--- config.mk ---
export PLATFORM = sky130hd
export DESIGN_NAME = ext_edge_irq_ctrl
export DESIGN_NICKNAME = d
export VERILOG_FILES = /design/src/rtl/eirq_pkg.sv /design/src/rtl/eirq_cfg_regs.sv /design/src/rtl/eirq_edge_det.sv /design/src/rtl/eirq_pending.sv /design/src/rtl/eirq_irq_merge.sv /design/src/rtl/ext_edge_irq_ctrl.sv
export SDC_FILE = /design/constraint.sdc
export NUM_CORES = 1
export LEC_CHECK = 0
export BUFFER_PORTS_ARGS = -buffer_cell sky130_fd_sc_hd__buf_2
export CAP_MARGIN = 20
export CORE_MARGIN = 2
export CORE_UTILIZATION = 50
export DETAILED_ROUTE_END_ITERATION = 10
export PLACE_DENSITY = 0.76
export SKIP_LAST_GASP = 1
export SLEW_MARGIN = 20
export SYNTH_ARGS = -nofsm -noshare
export SYNTH_HDL_FRONTEND = slang
export SYNTH_HIERARCHICAL = 1
export SYNTH_SLANG_ARGS = --single-unit
--- constraint.sdc ---
create_clock -name clk -period 2.4 [get_ports clk]
set_clock_uncertainty 0.15 [all_clocks]
set_input_delay 0.12 -clock clk [delete_from_list [all_inputs] [get_ports clk]]
set_output_delay 0.12 -clock clk [all_outputs]
set_load 0.005 [all_outputs]
--- src/rtl/eirq_pkg.sv ---
package eirq_pkg;

    localparam int DEF_LINES      = 16;
    localparam int DEF_PORTS      = 4;
    localparam int DEF_DATA_W     = 32;
    localparam int DEF_ADDR_W     = 8;
    localparam int LINES_PER_BANK = 4;
    localparam int FIELD_W        = 4;
    localparam int SOLO_IRQS      = 5;
    localparam int MID_GROUP_END  = 9;
    localparam int NUM_IRQ        = SOLO_IRQS + 2;
    localparam int SEL_WORD_BASE  = 6;

    localparam logic [7:0] OFF_IMASK  = 8'h00;
    localparam logic [7:0] OFF_EMASK  = 8'h04;
    localparam logic [7:0] OFF_RISE   = 8'h08;
    localparam logic [7:0] OFF_FALL   = 8'h0C;
    localparam logic [7:0] OFF_SWTRIG = 8'h10;
    localparam logic [7:0] OFF_PEND   = 8'h14;
    localparam logic [7:0] OFF_SEL0   = 8'h18;

    typedef enum logic [3:0] {
        RID_IMASK,
        RID_EMASK,
        RID_RISE,
        RID_FALL,
        RID_SWTRIG,
        RID_PEND,
        RID_SEL,
        RID_NONE
    } reg_id_e;

    typedef struct packed {
        reg_id_e    id;
        logic [3:0] bank;
    } reg_hit_t;

    typedef struct packed {
        logic rise;
        logic fall;
    } edge_t;

    function automatic reg_hit_t decode_word(int unsigned word, int unsigned nbanks);
        reg_hit_t h;
        h.bank = 4'd0;
        case (word)
            0: h.id = RID_IMASK;
            1: h.id = RID_EMASK;
            2: h.id = RID_RISE;
            3: h.id = RID_FALL;
            4: h.id = RID_SWTRIG;
            5: h.id = RID_PEND;
            default: begin
                if (word >= SEL_WORD_BASE && word < SEL_WORD_BASE + nbanks) begin
                    h.id   = RID_SEL;
                    h.bank = 4'(word - SEL_WORD_BASE);
                end else begin
                    h.id = RID_NONE;
                end
            end
        endcase
        return h;
    endfunction

    // Request output that a given line feeds.
    function automatic int irq_slot(int line);
        if (line < SOLO_IRQS)
            return line;
        else if (line <= MID_GROUP_END)
            return SOLO_IRQS;
        else
            return SOLO_IRQS + 1;
    endfunction

endpackage

--- src/rtl/eirq_cfg_regs.sv ---
module eirq_cfg_regs
    import eirq_pkg::*;
#(
    parameter int NUM_LINES = DEF_LINES,
    parameter int NUM_PORTS = DEF_PORTS,
    parameter int DATA_W    = DEF_DATA_W,
    parameter int ADDR_W    = DEF_ADDR_W,
    localparam int PSEL_W   = $clog2(NUM_PORTS)
) (
    input  logic                              clk,
    input  logic                              rst,
    input  logic                              bus_sel,
    input  logic                              bus_wr,
    input  logic [ADDR_W-1:0]                 bus_addr,
    input  logic [DATA_W-1:0]                 bus_wdata,
    output logic [DATA_W-1:0]                 bus_rdata,
    input  logic [NUM_LINES-1:0]              pend_q,
    input  logic [NUM_LINES-1:0]              pend_d,
    output logic [NUM_LINES-1:0]              imask,
    output logic [NUM_LINES-1:0]              emask,
    output logic [NUM_LINES-1:0]              rise_en,
    output logic [NUM_LINES-1:0]              fall_en,
    output logic [NUM_LINES-1:0]              swtrig_q,
    output logic [NUM_LINES-1:0]              sw_set,
    output logic [NUM_LINES-1:0]              pend_clr,
    output logic [NUM_LINES-1:0][PSEL_W-1:0]  port_sel_q,
    output logic [NUM_LINES-1:0][PSEL_W-1:0]  port_sel_d
);

    localparam int NUM_BANKS = NUM_LINES / LINES_PER_BANK;

    reg_hit_t              hit;
    logic                  wr_go;
    logic [NUM_LINES-1:0]  wbits;
    logic [NUM_LINES-1:0]  swtrig_d;
    logic                  unused_wdata_hi;

    assign hit             = decode_word(int'(bus_addr >> 2), NUM_BANKS);
    assign wr_go           = bus_sel & bus_wr;
    assign wbits           = bus_wdata[NUM_LINES-1:0];
    assign unused_wdata_hi = ^bus_wdata[DATA_W-1:NUM_LINES];

    assign sw_set   = (wr_go && hit.id == RID_SWTRIG) ? wbits : '0;
    assign pend_clr = (wr_go && hit.id == RID_PEND)   ? wbits : '0;
    // A trigger bit lives only as long as the pending flag it raised.
    assign swtrig_d = (swtrig_q | sw_set) & pend_d;

    always_comb begin
        port_sel_d = port_sel_q;
        if (wr_go && hit.id == RID_SEL) begin
            for (int n = 0; n < NUM_LINES; n++) begin
                if (n / LINES_PER_BANK == int'(hit.bank))
                    port_sel_d[n] = bus_wdata[(n % LINES_PER_BANK)*FIELD_W +: PSEL_W];
            end
        end
    end

    always_ff @(posedge clk) begin
        if (rst) begin
            imask      <= '0;
            emask      <= '0;
            rise_en    <= '0;
            fall_en    <= '0;
            swtrig_q   <= '0;
            port_sel_q <= '0;
        end else begin
            swtrig_q   <= swtrig_d;
            port_sel_q <= port_sel_d;
            if (wr_go) begin
                case (hit.id)
                    RID_IMASK: imask   <= wbits;
                    RID_EMASK: emask   <= wbits;
                    RID_RISE:  rise_en <= wbits;
                    RID_FALL:  fall_en <= wbits;
                    default: ;
                endcase
            end
        end
    end

    always_comb begin
        bus_rdata = '0;
        case (hit.id)
            RID_IMASK:  bus_rdata[NUM_LINES-1:0] = imask;
            RID_EMASK:  bus_rdata[NUM_LINES-1:0] = emask;
            RID_RISE:   bus_rdata[NUM_LINES-1:0] = rise_en;
            RID_FALL:   bus_rdata[NUM_LINES-1:0] = fall_en;
            RID_SWTRIG: bus_rdata[NUM_LINES-1:0] = swtrig_q;
            RID_PEND:   bus_rdata[NUM_LINES-1:0] = pend_q;
            RID_SEL: begin
                for (int n = 0; n < NUM_LINES; n++) begin
                    if (n / LINES_PER_BANK == int'(hit.bank))
                        bus_rdata[(n % LINES_PER_BANK)*FIELD_W +: PSEL_W] = port_sel_q[n];
                end
            end
            default: ;
        endcase
    end

endmodule

--- src/rtl/eirq_edge_det.sv ---
module eirq_edge_det
    import eirq_pkg::*;
#(
    parameter int NUM_LINES = DEF_LINES,
    parameter int NUM_PORTS = DEF_PORTS,
    localparam int PSEL_W   = $clog2(NUM_PORTS)
) (
    input  logic                              clk,
    input  logic                              rst,
    input  logic [NUM_PORTS*NUM_LINES-1:0]    pin_in,
    input  logic [NUM_LINES-1:0][PSEL_W-1:0]  port_sel_q,
    input  logic [NUM_LINES-1:0][PSEL_W-1:0]  port_sel_d,
    input  logic [NUM_LINES-1:0]              rise_en,
    input  logic [NUM_LINES-1:0]              fall_en,
    output logic [NUM_LINES-1:0]              edge_hit
);

    logic [NUM_PORTS-1:0][NUM_LINES-1:0] pins;
    assign pins = pin_in;

    for (genvar n = 0; n < NUM_LINES; n++) begin : g_line
        logic  cur;
        logic  hist_q;
        edge_t ed;

        assign cur = pins[port_sel_q[n]][n];

        // History follows the port that will be selected next cycle,
        // so a port change never looks like a transition.
        always_ff @(posedge clk) begin
            if (rst)
                hist_q <= 1'b0;
            else
                hist_q <= pins[port_sel_d[n]][n];
        end

        assign ed.rise     = cur & ~hist_q;
        assign ed.fall     = ~cur & hist_q;
        assign edge_hit[n] = (ed.rise & rise_en[n]) | (ed.fall & fall_en[n]);
    end

endmodule

--- src/rtl/eirq_pending.sv ---
module eirq_pending
    import eirq_pkg::*;
#(
    parameter int NUM_LINES = DEF_LINES
) (
    input  logic                 clk,
    input  logic                 rst,
    input  logic [NUM_LINES-1:0] edge_hit,
    input  logic [NUM_LINES-1:0] sw_set,
    input  logic [NUM_LINES-1:0] pend_clr,
    input  logic [NUM_LINES-1:0] emask,
    output logic [NUM_LINES-1:0] pend_q,
    output logic [NUM_LINES-1:0] pend_d,
    output logic [NUM_LINES-1:0] evt_pulse
);

    logic [NUM_LINES-1:0] set_any;

    assign set_any = edge_hit | sw_set;
    // Set terms are ORed in after the clear, so a coincident edge survives.
    assign pend_d  = (pend_q & ~pend_clr) | set_any;

    always_ff @(posedge clk) begin
        if (rst) begin
            pend_q    <= '0;
            evt_pulse <= '0;
        end else begin
            pend_q    <= pend_d;
            evt_pulse <= set_any & emask;
        end
    end

endmodule

--- src/rtl/eirq_irq_merge.sv ---
module eirq_irq_merge
    import eirq_pkg::*;
#(
    parameter int NUM_LINES = DEF_LINES,
    parameter int IRQ_OUTS  = NUM_IRQ
) (
    input  logic [NUM_LINES-1:0] pend_q,
    input  logic [NUM_LINES-1:0] imask,
    output logic [IRQ_OUTS-1:0]  irq
);

    logic [NUM_LINES-1:0] live;
    assign live = pend_q & imask;

    for (genvar o = 0; o < IRQ_OUTS; o++) begin : g_out
        logic [NUM_LINES-1:0] member;
        always_comb begin
            for (int n = 0; n < NUM_LINES; n++)
                member[n] = (irq_slot(n) == o);
        end
        assign irq[o] = |(live & member);
    end

endmodule

--- src/rtl/ext_edge_irq_ctrl.sv ---
module ext_edge_irq_ctrl
    import eirq_pkg::*;
#(
    parameter int NUM_LINES = DEF_LINES,
    parameter int NUM_PORTS = DEF_PORTS,
    parameter int DATA_W    = DEF_DATA_W,
    parameter int ADDR_W    = DEF_ADDR_W,
    localparam int PSEL_W   = $clog2(NUM_PORTS)
) (
    input  logic                           clk,
    input  logic                           rst,
    input  logic                           bus_sel,
    input  logic                           bus_wr,
    input  logic [ADDR_W-1:0]              bus_addr,
    input  logic [DATA_W-1:0]              bus_wdata,
    output logic [DATA_W-1:0]              bus_rdata,
    input  logic [NUM_PORTS*NUM_LINES-1:0] pin_in,
    output logic [NUM_IRQ-1:0]             irq,
    output logic [NUM_LINES-1:0]           evt_pulse
);

    logic [NUM_LINES-1:0]             imask, emask, rise_en, fall_en;
    logic [NUM_LINES-1:0]             swtrig_q, sw_set, pend_clr;
    logic [NUM_LINES-1:0]             pend_q, pend_d, edge_hit;
    logic [NUM_LINES-1:0][PSEL_W-1:0] port_sel_q, port_sel_d;

    eirq_cfg_regs #(
        .NUM_LINES(NUM_LINES), .NUM_PORTS(NUM_PORTS),
        .DATA_W(DATA_W), .ADDR_W(ADDR_W)
    ) u_regs (
        .clk(clk), .rst(rst),
        .bus_sel(bus_sel), .bus_wr(bus_wr), .bus_addr(bus_addr),
        .bus_wdata(bus_wdata), .bus_rdata(bus_rdata),
        .pend_q(pend_q), .pend_d(pend_d),
        .imask(imask), .emask(emask), .rise_en(rise_en), .fall_en(fall_en),
        .swtrig_q(swtrig_q), .sw_set(sw_set), .pend_clr(pend_clr),
        .port_sel_q(port_sel_q), .port_sel_d(port_sel_d)
    );

    eirq_edge_det #(
        .NUM_LINES(NUM_LINES), .NUM_PORTS(NUM_PORTS)
    ) u_edge (
        .clk(clk), .rst(rst), .pin_in(pin_in),
        .port_sel_q(port_sel_q), .port_sel_d(port_sel_d),
        .rise_en(rise_en), .fall_en(fall_en), .edge_hit(edge_hit)
    );

    eirq_pending #(
        .NUM_LINES(NUM_LINES)
    ) u_pend (
        .clk(clk), .rst(rst), .edge_hit(edge_hit), .sw_set(sw_set),
        .pend_clr(pend_clr), .emask(emask),
        .pend_q(pend_q), .pend_d(pend_d), .evt_pulse(evt_pulse)
    );

    eirq_irq_merge #(
        .NUM_LINES(NUM_LINES), .IRQ_OUTS(NUM_IRQ)
    ) u_merge (
        .pend_q(pend_q), .imask(imask), .irq(irq)
    );

endmodule

* Yosys cells after proc, flatten, opt, wreduce, memory -nomap -nowiden *
Index checks and enable logic that the tools add are counted.

storage, ports and cells
  output and inout bits = 55
  register bits after elaboration = 160

cells by class
  equal/unequal tests = 14
  reductions and logical operators = 14
  muxes and demuxes = 111
  $lt $le $gt $ge = 34
  bitwise logic cells = 121
  add/sub/neg operators = 1

operators by type and width
  operator              number
  $bmux W16 S2          32
  $lt A2 B3 Y1 const B  32
  $mux W2               34
  $and A1 B1 Y1         65
  $and A16 B16 Y16      4
  $mux W16              4
  $pmux W2 S7           4
  $or A16 B16 Y16       3
  $pmux W2 S6           4
  $logic_not A32 Y1     1
  $mux W32              1
  $not A1 Y1            32
  $mux W15              2
  $mux W14              2
  $mux W13              2
  $mux W12              2
  $mux W11              2
  $mux W10              2
  $mux W9               2
  $pmux W3 S6           1
  $mux W4               4
  $mux W8               2
  $not A16 Y16          1
  $or A1 B1 Y1          16
  other kinds (21)      41

* Logic depth before layout (Yosys ltp) *
  word-level depth = 11
  mapped depth = 9
  mapped depth without buffers = 7

* Hierarchy *
Netlist, hierarchy kept.

modules (own cells, without submodules)
  module          cells an instance  area an instance (um2)  instances
  eirq_cfg_regs   674                5529.1                  1
  eirq_edge_det   113                1465.2                  1
  eirq_pending    115                1161.1                  1
  eirq_irq_merge  12                 80.1                    1

* Least setup slack after synthesis *
OpenSTA, ideal clock, no wires.

  kind = input -> register
  start point = input port bus_addr[3]
  end point = register u_edge.g_line[12].hist_q
  path slack = -0.004 ns
  path buffers = 0
  arrival = 2.140 ns
  stages on the path = 6
  cell sequence = ha_1 nor4b_4 nand4_4 mux2_2 mux4_2 nor2b_1

RTL lines
  what                  RTL line                 RTL
  from (decl)           ext_edge_irq_ctrl.sv:14  input logic [ADDR_W-1:0] bus_addr,
  to (signal assigned)  eirq_edge_det.sv:34      hist_q <= pins[port_sel_d[n]][n];
  to (decl)             eirq_edge_det.sv:23      logic hist_q;

==> reports/metrics.yaml <==
synth-main-ff-cell: "dfxtp_1"
tns_ns: 0
grt_util_met1_pct: 37.9
vdd_drop_max_mv: 0.368
detailedRoute.firstPassIterationCount: 6
grt_pass1_vias: 7422
clkTransAtPathRegs_ns: 0.06
wl_mm: 25.9
max_cap_violations: 0
slew-limit-headroom_pct: 64.3
wl_per_cell_um: 19.6
cts_root_buffer: "clkbuf_16"
yosysUniqueCellTypes: 42
synth_edf_count: 0
die_area_sq_um: 17500
cts_buffer_depth: 2
cts_sinks: 160
remaining_drc_errors: 0
top_usage_layer: "met2"
p_sw_mw: 1.39
path_class: "in2reg"
grt_usage_pct: 29.1
final_antenna_net_count: 0
hp-class: "in2reg"
grt_max_degree: 58
hold_viol_final: 0
drv_slew: 0
fin_crit_sh_pct: 97.2
power.total_mw: 6.23
globalplace.congestion: 0.893
met2_usage_pct: 47.4
status: "finished clean"
layout.nets: 1203
cp-start-kind: "input port"
netlist_area_sq_um: 8240
n_antenna_cell: 0
setup_viol: 0
period_needed_ns: 2.33
clkPwrFrac_pct: 48.8
critical_path_arrival_ns: 2.49
htree_num_levels: 4
rows: 46
power_leakage_nw: 4.08
yosysWarnings: 6
worst_skew_pair.late_latency_ns: 0.43
rsz0062_at_grt: "false"
final_common_cell: "dfxtp_1"
grt_pass1_wl_mm: 40.0
numPortBuffers: 128
cts_buffers: 17
grt_use_met3_pct: 5.69
die_h_um: 132
fmax_mhz: 429
antenna_found_initial: 0
tightest_slew_ns: 0.536
crit_required_ns: 2.56
areaGrowthSynthToFinish_pct: 27.8
vias_per_cell: 5.89
grt_overflow: 0
dr_total_vias: 7793
core-area_sq_um: 16000
drt_iter0_drc: 896
initial_core_util_pct: 51.5
ys_seq_area_share_pct: 38.9
io_pins: 163
p_sw_share_pct: 22.3
avgSynthCellArea_sq_um: 9.01
die_w_um: 132
ys_ff_latch: 160
tritoncts: "done"
cellPowerDensity_nw_per_um2: 591
layout_common_cells: "dfxtp_1 (160), nand2_1 (145), buf_2 (127), a21oi_1 (104), nand3_1 (68)"
endpoint_kind: "flip-flop"
dpl.hpwl_mm: 16.9
layout-drive-gt1-share_pct: 26.5
power.internal_mw: 4.84
ys_async_sr_fraction_pct: 0
pwr-share-comb_pct: 8.0
worst-path-max-fanout: 8
synth_cells: 914
power_frac_seq_pct: 43.2
[routing by layer]
layer | up-vias | share of wire, %
met2 | 402 | 48
met3 | 63 | 8.1
met5 | - | 0
met1 | 3729 | 41
met4 | 0 | 2.9
li1 | 3599 | -
[cell usage after synthesis (2+ instances only)]
library cell  count  area [sq um]
nor2_1           18          67.6
nor3b_1          19           143
nor2b_1          41           257
a21oi_1         104           521
a22oi_1          28           210
nand2b_1         33           206
and3b_1           2          17.5
mux4_2           32           721
nand4_1           2          12.5
nand3_1          69           345
buf_6             2          22.5
buf_4            17           128
buf_2            13          65.1
and2_1           23           144
buf_1             2          7.51
mux2i_1          16           160
nor3_1            3          15.0
o211ai_1         16           120
o21ai_0          16          80.1
mux2_2           40           450
dfxtp_1         160          3200
and3_1           27           169
nand2_1         145           544
a222oi_1          9          90.1
nor3b_2          15           188
clkbuf_1         46           173
[kinds of logic (layout without fill, tap and decap cells)]
logic type / Yosys count / after routing / synth area share, %
AOI/OAI and AO/OA: 175 / 175 / 12.5
xor gates and xnor gates: 1 / 1 / 0.106
adders and majority gates: 1 / 1 / 0.152
buffers and inverters: 81 / 259 / 4.85
DFF: 160 / 160 / 38.9
muxes: 88 / 88 / 16.2
other: 1 / 16 / 0.0455
and+or+nand+nor: 407 / 407 / 27.2
[power groups by stage]
stage	Clock (mW)	Sequential, mW	Combinational [mW]
final	3.04	2.69	0.500
after global routing	3.15	2.69	0.525
after CTS	3.03	2.69	0.474
after detailed placement	0	2.75	0.393
after global placement	0	2.75	0.387
after floorplan	0	2.74	0.224
[through the flow]
step	cells	hold WS [ns]	setup WS, ns	area (sq um)	util, %
after global routing	1323	0.0262	0.00630	10500	65.8
final	1323	0.00728	0.0665	10500	65.8
after global placement	1227	0.274	0.000518	9210	57.5
after floorplan	929	0.0416	0.0567	8320	-
after CTS	1323	0.000637	0.00972	10500	65.6
after detailed placement	1227	0.280	-0.0738	9210	57.5
[flip-flops by register name, indices dropped and copies added (netlist names)]
name                  count
u_regs/port_sel_q        32
u_edge/g_line.hist_q     16
u_pend/evt_pulse         16
u_pend/pend_q            16
u_regs/emask             16
u_regs/fall_en           16
u_regs/imask             16
u_regs/rise_en           16
u_regs/swtrig_q          16
[final cells by class]
type	count	area [sq um]
Clock buffer	23	478
Sequential cell	160	3200
Fill cell	1290	5470
Inverter	1	3.75
Tap cell	216	270
Timing Repair Buffer	226	1630
Clock inverter	9	179
Multi-Input combinational cell	688	4770
[critical path: stages]
cell,delay [ns]
buf_2,0.13
ha_4,0.27
nor3b_4,0.24
and3_4,0.29
nand3_1,0.12
nand2_1,0.13
mux4_2,0.49
dlygate4sd3_1,0.57
nor2b_1,0.13
[worst paths after layout]
| kind | from | end | slack, ns | cells past startpoint |
|---|---|---|---|---|
| setup / recovery | bus_addr[3] | u_edge/g_line[2].hist_q | 0.07 | 9 |
| hold / removal | pin_in[30] | u_edge/g_line[14].hist_q | 0.007 | 3 |
| setup reg to reg | u_regs/port_sel_q[4] | u_edge/g_line[2].hist_q | 0.31 | 5 |
| hold reg to reg | u_regs/emask[8] | u_regs/emask[8] | 0.32 | 2 |
[what timing repair did]
action	4_1_cts	5_1_grt
setup endpoints to repair	0	2
hold endpoints to repair	101	0
hold buffers	64	0
setup buffers	0	0
gates resized for setup	0	8
Power figures use the tool's default switching activity.
